**config.mk**
```make
export PLATFORM = sky130hd
export DESIGN_NAME = convPowerSeq
export DESIGN_NICKNAME = d
export VERILOG_FILES = /design/src/rtl/convPowerSeqPkg.sv /design/src/rtl/convPowerSeqSyncEdge.sv /design/src/rtl/convPowerSeqCtrl.sv /design/src/rtl/convPowerSeqDatapath.sv /design/src/rtl/convPowerSeq.sv
export SDC_FILE = /design/constraint.sdc
export NUM_CORES = 1
export LEC_CHECK = 0
export ABC_AREA = 1
export BUFFER_PORTS_ARGS = -buffer_cell sky130_fd_sc_hd__buf_4
export CAP_MARGIN = 20
export CORE_MARGIN = 2
export CORE_UTILIZATION = 25
export CTS_CLUSTER_DIAMETER = 40
export DETAILED_ROUTE_END_ITERATION = 10
export PLACE_DENSITY = 0.37
export SETUP_SLACK_MARGIN = 0.05
export SLEW_MARGIN = 0
export SYNTH_ARGS = -nofsm -noshare
export SYNTH_HDL_FRONTEND = slang
export SYNTH_SLANG_ARGS = --single-unit
```
**constraint.sdc**
```tcl
create_clock -name clk -period 1.75 [get_ports clk]
set_clock_uncertainty 0.15 [all_clocks]
set_input_delay 0.2625 -clock clk [delete_from_list [all_inputs] [get_ports clk]]
set_output_delay 0.2625 -clock clk [all_outputs]
set_load 0.02 [all_outputs]
```
**src/rtl/convPowerSeqPkg.sv**
```systemverilog
package convPowerSeqPkg;

  typedef enum logic [1:0] {
    SEQ_OFF  = 2'd0,
    SEQ_WAIT = 2'd1,
    SEQ_RUN  = 2'd2
  } seqState_t;

  // strobes from control to datapath
  typedef struct packed {
    logic runDiv;       // divider active, conversion running
    logic reloadSettle; // restart the settling window
    logic latchMode;    // capture mode inputs (only while off)
  } seqStrobe_t;

  // synchronized edge events from datapath to control
  typedef struct packed {
    logic bitRise;
    logic frameRise;
  } seqEdges_t;

endpackage

```
**src/rtl/convPowerSeqSyncEdge.sv**
```systemverilog
module convPowerSeqSyncEdge #(
  parameter int STAGES = 2
) (
  input  logic clk,
  input  logic rstN,
  input  logic asyncIn,
  output logic riseOut
);

  logic [STAGES-1:0] pipe;
  logic lastLevel;

  generate
    if (STAGES == 1) begin : gSingle
      always_ff @(posedge clk) begin
        if (!rstN) pipe <= '0;
        else       pipe <= asyncIn;
      end
    end else begin : gMulti
      always_ff @(posedge clk) begin
        if (!rstN) pipe <= '0;
        else       pipe <= {pipe[STAGES-2:0], asyncIn};
      end
    end
  endgenerate

  always_ff @(posedge clk) begin
    if (!rstN) lastLevel <= 1'b0;
    else       lastLevel <= pipe[STAGES-1];
  end

  assign riseOut = pipe[STAGES-1] & ~lastLevel;

endmodule

```
**src/rtl/convPowerSeqCtrl.sv**
```systemverilog
module convPowerSeqCtrl
  import convPowerSeqPkg::*;
(
  input  logic       clk,
  input  logic       rstN,
  input  logic       digRun,
  input  logic       anaRun,
  input  logic       masterMode,
  input  seqEdges_t  edges,
  output seqStrobe_t strobes,
  output logic       convEn
);

  seqState_t state;
  logic bitSeen;
  logic frameSeen;
  logic bitNow;
  logic frameNow;

  assign bitNow   = bitSeen   | edges.bitRise;
  assign frameNow = frameSeen | edges.frameRise;

  always_ff @(posedge clk) begin
    if (!rstN) begin
      state     <= SEQ_OFF;
      bitSeen   <= 1'b0;
      frameSeen <= 1'b0;
    end else if (!digRun) begin
      state     <= SEQ_OFF;
      bitSeen   <= 1'b0;
      frameSeen <= 1'b0;
    end else begin
      unique case (state)
        SEQ_OFF: begin
          bitSeen   <= 1'b0;
          frameSeen <= 1'b0;
          state     <= masterMode ? SEQ_RUN : SEQ_WAIT;
        end
        SEQ_WAIT: begin
          bitSeen   <= bitNow;
          frameSeen <= frameNow;
          if (bitNow && frameNow) state <= SEQ_RUN;
        end
        SEQ_RUN: state <= SEQ_RUN;
        default: state <= SEQ_OFF;
      endcase
    end
  end

  always_comb begin
    strobes.runDiv       = (state == SEQ_RUN);
    strobes.reloadSettle = (state != SEQ_RUN) | ~anaRun | ~digRun;
    strobes.latchMode    = (state == SEQ_OFF);
  end

  assign convEn = (state == SEQ_RUN);

endmodule

```
**src/rtl/convPowerSeqDatapath.sv**
```systemverilog
module convPowerSeqDatapath
  import convPowerSeqPkg::*;
#(
  parameter int SHORT_DIV     = 256,
  parameter int LONG_DIV      = 384,
  parameter int SETTLE_FRAMES = 50,
  parameter int SYNC_STAGES   = 2
) (
  input  logic       clk,
  input  logic       rstN,
  input  logic       wideFrame,
  input  logic       masterMode,
  input  logic       bitClkIn,
  input  logic       frameClkIn,
  input  seqStrobe_t strobes,
  output seqEdges_t  edges,
  output logic       frameTick,
  output logic       frameClkOut,
  output logic       dataValid
);

  localparam int MAX_DIV  = (LONG_DIV > SHORT_DIV) ? LONG_DIV : SHORT_DIV;
  localparam int CNT_W    = $clog2(MAX_DIV);
  localparam int SET_W    = $clog2(SETTLE_FRAMES + 1);
  localparam logic [CNT_W-1:0] SHORT_LAST = CNT_W'(SHORT_DIV - 1);
  localparam logic [CNT_W-1:0] LONG_LAST  = CNT_W'(LONG_DIV - 1);
  localparam logic [CNT_W-1:0] SHORT_HALF = CNT_W'(SHORT_DIV / 2);
  localparam logic [CNT_W-1:0] LONG_HALF  = CNT_W'(LONG_DIV / 2);
  localparam logic [SET_W-1:0] SETTLE_INIT = SET_W'(SETTLE_FRAMES);

  logic bitRise;
  logic frameRise;

  convPowerSeqSyncEdge #(.STAGES(SYNC_STAGES)) uBitSync (
    .clk(clk), .rstN(rstN), .asyncIn(bitClkIn), .riseOut(bitRise)
  );
  convPowerSeqSyncEdge #(.STAGES(SYNC_STAGES)) uFrameSync (
    .clk(clk), .rstN(rstN), .asyncIn(frameClkIn), .riseOut(frameRise)
  );

  assign edges.bitRise   = bitRise;
  assign edges.frameRise = frameRise;

  // mode capture: follows inputs while off, frozen while running
  logic longSel;
  logic masterSel;
  always_ff @(posedge clk) begin
    if (!rstN) begin
      longSel   <= 1'b0;
      masterSel <= 1'b0;
    end else if (strobes.latchMode) begin
      longSel   <= wideFrame;
      masterSel <= masterMode;
    end
  end

  // frame divider
  logic [CNT_W-1:0] divCnt;
  logic [CNT_W-1:0] divLast;
  logic [CNT_W-1:0] divHalf;
  logic             atLast;

  assign divLast = longSel ? LONG_LAST : SHORT_LAST;
  assign divHalf = longSel ? LONG_HALF : SHORT_HALF;
  assign atLast  = (divCnt == divLast);

  always_ff @(posedge clk) begin
    if (!rstN || !strobes.runDiv) divCnt <= '0;
    else if (atLast)              divCnt <= '0;
    else                          divCnt <= divCnt + 1'b1;
  end

  assign frameTick   = strobes.runDiv & atLast;
  assign frameClkOut = strobes.runDiv & masterSel & (divCnt < divHalf);

  // settling window, counted in frames
  logic [SET_W-1:0] settleCnt;
  always_ff @(posedge clk) begin
    if (!rstN || strobes.reloadSettle)         settleCnt <= SETTLE_INIT;
    else if (frameTick && (settleCnt != '0))   settleCnt <= settleCnt - 1'b1;
  end

  assign dataValid = strobes.runDiv & (settleCnt == '0);

endmodule

```
**src/rtl/convPowerSeq.sv**
```systemverilog
module convPowerSeq
  import convPowerSeqPkg::*;
#(
  parameter int SHORT_DIV     = 256,
  parameter int LONG_DIV      = 384,
  parameter int SETTLE_FRAMES = 50,
  parameter int SYNC_STAGES   = 2
) (
  input  logic clk,
  input  logic rstN,
  input  logic digRun,
  input  logic anaRun,
  input  logic wideFrame,
  input  logic masterMode,
  input  logic bitClkIn,
  input  logic frameClkIn,
  output logic convEn,
  output logic dataValid,
  output logic frameTick,
  output logic frameClkOut
);

  seqStrobe_t strobes;
  seqEdges_t  edges;

  convPowerSeqCtrl uCtrl (
    .clk(clk), .rstN(rstN), .digRun(digRun), .anaRun(anaRun),
    .masterMode(masterMode), .edges(edges), .strobes(strobes), .convEn(convEn)
  );

  convPowerSeqDatapath #(
    .SHORT_DIV(SHORT_DIV), .LONG_DIV(LONG_DIV),
    .SETTLE_FRAMES(SETTLE_FRAMES), .SYNC_STAGES(SYNC_STAGES)
  ) uData (
    .clk(clk), .rstN(rstN), .wideFrame(wideFrame), .masterMode(masterMode),
    .bitClkIn(bitClkIn), .frameClkIn(frameClkIn), .strobes(strobes),
    .edges(edges), .frameTick(frameTick), .frameClkOut(frameClkOut),
    .dataValid(dataValid)
  );

endmodule

```
== Word level (Yosys, flattened, before mapping) ==
Cells that the tools add are included.
Cells by class
  bitwise gates (word level): 14
  multiplexer cells: 7
  $add $sub $neg: 2
  $lt $le $gt $ge: 1
  eq/ne operators: 5
  reductions and logical operators: 12
Operators with widths (number)
  9-bit by 1-bit adder with 9-bit output, second input constant: 1
  9-bit == test: 1
  9-bit less-than comparator: 1
  9-bit two-way mux: 1
  7-bit two-way mux: 1
  1-bit AND: 6
  6-bit zero test: 1
  2-bit case mux with 3 select lines: 1
  6-bit nonzero test: 1
  6-bit by 1-bit subtractor with 6-bit output, second input constant: 1
  2-bit two-way mux: 2
  1-bit inverter: 4
  1-bit bitwise OR: 4
  1-bit case mux with 2 select lines: 2
  2-bit by 1-bit == test with 1-bit output, second input constant: 1
  2-bit == test, second input constant: 1
  1-bit logical AND: 2
  1-bit zero test: 2
  2-bit zero test: 1
  1-bit logical OR: 2
  2-bit by 1-bit inequality test with 1-bit output, second input constant: 1
  2-bit inequality test, second input constant: 1
  2-bit AND reduction: 1
  2-bit nonzero test: 1
  2-bit OR reduction: 1
Word-level totals
  output and inout port bits: 4
  input port bits: 8
  flip-flop bits (word level): 27
  word-level logic and storage cells: 52

== Longest topological paths before layout ==
  depth after elaboration: 6
  depth in mapped cells: 8
  gate-level depth less buffers: 8

== Hierarchy ==
A second synthesis with hierarchy kept.
Unflattened totals
  cell total of the unflattened synthesis: 193
  area, all modules: 1383.8 um^2
By module, submodules not included
  convPowerSeqDatapath: cells an instance 128, instances 1, sequential area each 340.3 um^2, area an instance 905.9 um^2
  convPowerSeqCtrl: cells an instance 43, instances 1, sequential area each 80.1 um^2, area an instance 292.8 um^2
  convPowerSeqSyncEdge: cells an instance 11, instances 2, sequential area each 60.1 um^2, area an instance 92.6 um^2

== Worst setup path after synthesis ==
No wires, ideal clock.
  path kind: reg2out
  start: register uCtrl.state[0]
  end: output frameClkOut
  arrival time: 1.446 ns
  buffers on the path: 0
  cell stages (with the launch flop): 5
  setup slack: -0.109 ns
  required time: 1.337 ns
  path through: dfxtp_1 -> inv_1 -> ha_1 -> nand3_1 -> a211oi_1
On the way
  word-level cells in the longest chain between the ends: 3
Ends and longest elaborated chain
  start, declared: line convPowerSeqCtrl.sv:14  | seqState_t state;
  start signal, assigned: line convPowerSeqCtrl.sv:37  | state <= masterMode ? SEQ_RUN : SEQ_WAIT;
  2-bit == test
  named net convEn: line convPowerSeq.sv:17  | output logic convEn,
  1-bit AND (2 in a row): line convPowerSeqDatapath.sv:74  | assign frameClkOut = strobes.runDiv & masterSel & (divCnt < divHalf);
  end, declared: line convPowerSeq.sv:20  | output logic frameClkOut
The timed path passes the listed nets, and every way through them passes these cells.

== Worst setup path after layout ==
  start: register uData.divCnt[1]
  end: output frameTick
On the way
  word-level cells in the longest chain between the ends: 2
Ends and longest elaborated chain
  start, declared: line convPowerSeqDatapath.sv:58  | logic [CNT_W-1:0] divCnt;
  start signal, assigned: line convPowerSeqDatapath.sv:70  | else divCnt <= divCnt + 1'b1;
  9-bit == test: line convPowerSeqDatapath.sv:65  | assign atLast = (divCnt == divLast);
  1-bit AND: line convPowerSeqDatapath.sv:73  | assign frameTick = strobes.runDiv & atLast;
  end, declared: line convPowerSeq.sv:19  | output logic frameTick,
No other way between the ends.

==> run summary <==
status = finished, final reports clean
setup tns final = 0 ns
Max Fclk = 579 MHz
Placeable Area = 4750 um2
vias in the first global route = 1004
crit end category = output port
VDD IR max = 0.303 mV
# nets final = 200
pwr dens = 652 nW/um2
H-tree depth = 1
CTS tree = built
Post-Syn Instances = 157
antenna violations before repair = 0
synthesized area = 1250 um2
Synth Warn # = 0
Root Driver = clkbuf_8
GRT overflow = 0
Setup-failing EPs final = 0
Synth Net Count = 172
DR DRC count = 0
Hold Vio Cnt, Final = 0
Routability Congestion = 0.736
Crit Path Class = reg -> out
Total GRT Usage = 10.0%
# port buffers = 11
Final period util = 98.6%
Post-CTS Hold Buffers = 0
share of cells above drive strength 1 = 30.4%
pin count of the biggest net entering global routing = 15
Hold WS = 0.0150 ns
worst hold path class = in -> reg
I/O pin cnt = 12
DR pass1 iterations = 4
Clock Tree Buf Depth = 2
number of buffers created by CTS = 3
DRT antenna net count = 0
synthesized area per cell = 7.94 um2
WP data required = 1.34 ns
Die Y = 74.6 um
Vias = 1015
Die X = 74.6 um
first-pass GRT wire length = 4.31 mm
post-synthesis register bit count = 27
WL per Instance = 9.84 um
CP max stage delay = 0.37 ns
max_cap viols = 0
Setup crit start kind = flip-flop
Rel. slew slack = 72.1%
Synth cell types = 27
Diodes inserted = 0
Worst-Skew Late Latency = 0.27 ns
actual slew at the worst max-slew pin = 0.418 ns
clock transition at the registers of the reported paths = 0.09 ns
Die Area = 5570 um2
Leak = 0.705 nW
Worst Path Max Fanout = 2
multi-input logic area = 702 um2
row count = 25
CP max-delay cell = dfxtp_2
DP HPWL = 1.83 mm
fin util = 35.1%
worst-path cell chain = ha_4 > nand3_4 > nor2_4 > nand3_4 > nor2_4 > buf_6
DRT Wirelength = 2.47 mm
Reg area = 548 um2
Starting Density = 26.2%
Worst EP arrival = 1.31 ns
Final min period = 1.73 ns
vias per cell = 4.04
clock tree sinks = 27
RSZ-0062 raised after global routing = true
area grow syn2layout = 33.7%
drt initial violations = 19
Layout fillers = 519
Seq/Total Area, Yosys = 43.4%
Pins Over Slew Limit = 0
-- timing repair --
item,CTS,global route
buffers inserted,4,7
endpoints found under the hold margin,0,0
endpoints found under the setup margin,3,4
gates resized for setup,20,9
pin swaps,4,7
-- placed cells by master, fill, tap and decap left out, types with 4 or more instances in the layout --
| cell | n |
|---|---|
| inv_1 | 22 |
| nand4_1 | 4 |
| nand3_1 | 6 |
| buf_4 | 22 |
| nand2_1 | 25 |
| dfxtp_2 | 6 |
| dfxtp_1 | 21 |
| ha_1 | 4 |
| nor3_1 | 4 |
| a21oi_1 | 5 |
| nor2_1 | 22 |
| nor2_4 | 4 |
-- report_power, final --
group | internal, mW | switching (mW) | leakage (nW)
logic | 0.0408 | 0.0499 | 0.461
clock network | 0.163 | 0.193 | 0.0228
registers | 0.629 | 0.00963 | 0.221
total | 0.833 | 0.253 | 0.705
-- per-stage QoR --
step           power [mW]  cell area, um2  setup slack, ns  std cells
3_5_place_dp        0.733            1430           0.0623        236
2_1_floorplan       0.700            1250           0.0666        157
3_3_place_gp        0.732            1430           0.0711        236
6_report             1.09            1670           0.0242        251
5_1_grt              1.14            1670          -0.0449        251
4_1_cts              1.11            1580          -0.0593        244
-- cell families after synthesis --
logic type / after synthesis / synth area share (%)
and+or+nand+nor: 77 / 31.5
AOI/OAI and AO/OA: 16 / 7.83
adders and majority gates: 7 / 7.03
DFF: 27 / 43.4
buffers and inverters: 27 / 8.13
xor gates and xnor gates: 3 / 2.11
-- Yosys cell counts, drive strengths merged --
| cell | instances | area, um2 |
|---|---|---|
| o21bai | 2 | 15.0 |
| nor2 | 27 | 111 |
| a21boi | 1 | 7.51 |
| dfxtp | 27 | 541 |
| a21oi | 5 | 25.0 |
| nor3 | 5 | 36.3 |
| clkbuf | 1 | 3.75 |
| nand3 | 10 | 65.1 |
| o21ai | 4 | 20.0 |
| o211ai | 1 | 7.51 |
| nand4 | 6 | 58.8 |
| xor2 | 2 | 17.5 |
| nor3b | 2 | 15.0 |
| inv | 26 | 97.6 |
| a211oi | 3 | 22.5 |
| ha | 7 | 87.6 |
| xnor2 | 1 | 8.76 |
| nand2 | 27 | 106 |
-- sequential cells by signal (all words and copies together), names as in the netlist, 2 cells and up --
signal,count
uCtrl.state,2
uData.divCnt,9
uData.settleCnt,6
uData.uBitSync.pipe,2
uData.uFrameSync.pipe,2
-- path summary, 6_finish.rpt --
kind | from | to | slack, ns | depth (start not counted)
setup reg to reg | uData.divCnt[1] | uData.settleCnt[4] | 0.15 | 7
setup / recovery | uData.divCnt[1] | frameTick | 0.02 | 6
hold / removal | bitClkIn | uData.uBitSync.pipe[0] | 0.01 | 3
hold reg to reg | uData.uBitSync.pipe[1] | uData.uBitSync.lastLevel | 0.27 | 2
-- routing by layer --
layer  up-vias  GRT usage (%)  part of all wire, %
met5         -              0                    0
met4         0           4.17                  1.5
met3         4           2.44                  2.4
met2         9           16.8                   48
met1       449           12.3                   48
li1        553              -                    -
-- cell type report --
| class | instances | area share (%) |
|---|---|---|
| Clock buffer | 4 | 2.70 |
| Inverter | 26 | 6.01 |
| Tap cell | 67 | 5.03 |
| Timing Repair Buffer | 24 | 11.3 |
| Multi-Input combinational cell | 103 | 42.1 |
| Sequential cell | 27 | 32.9 |
-- worst max-delay path, delay by kind of cell (launching register included) --
kind	cells	cell delay (ns)
adders and majority gates	1	0.15
buffers and inverters	1	0.12
DFF	1	0.37
and+or+nand+nor	4	0.39
No activity file was read; power rests on OpenSTA's default activity.
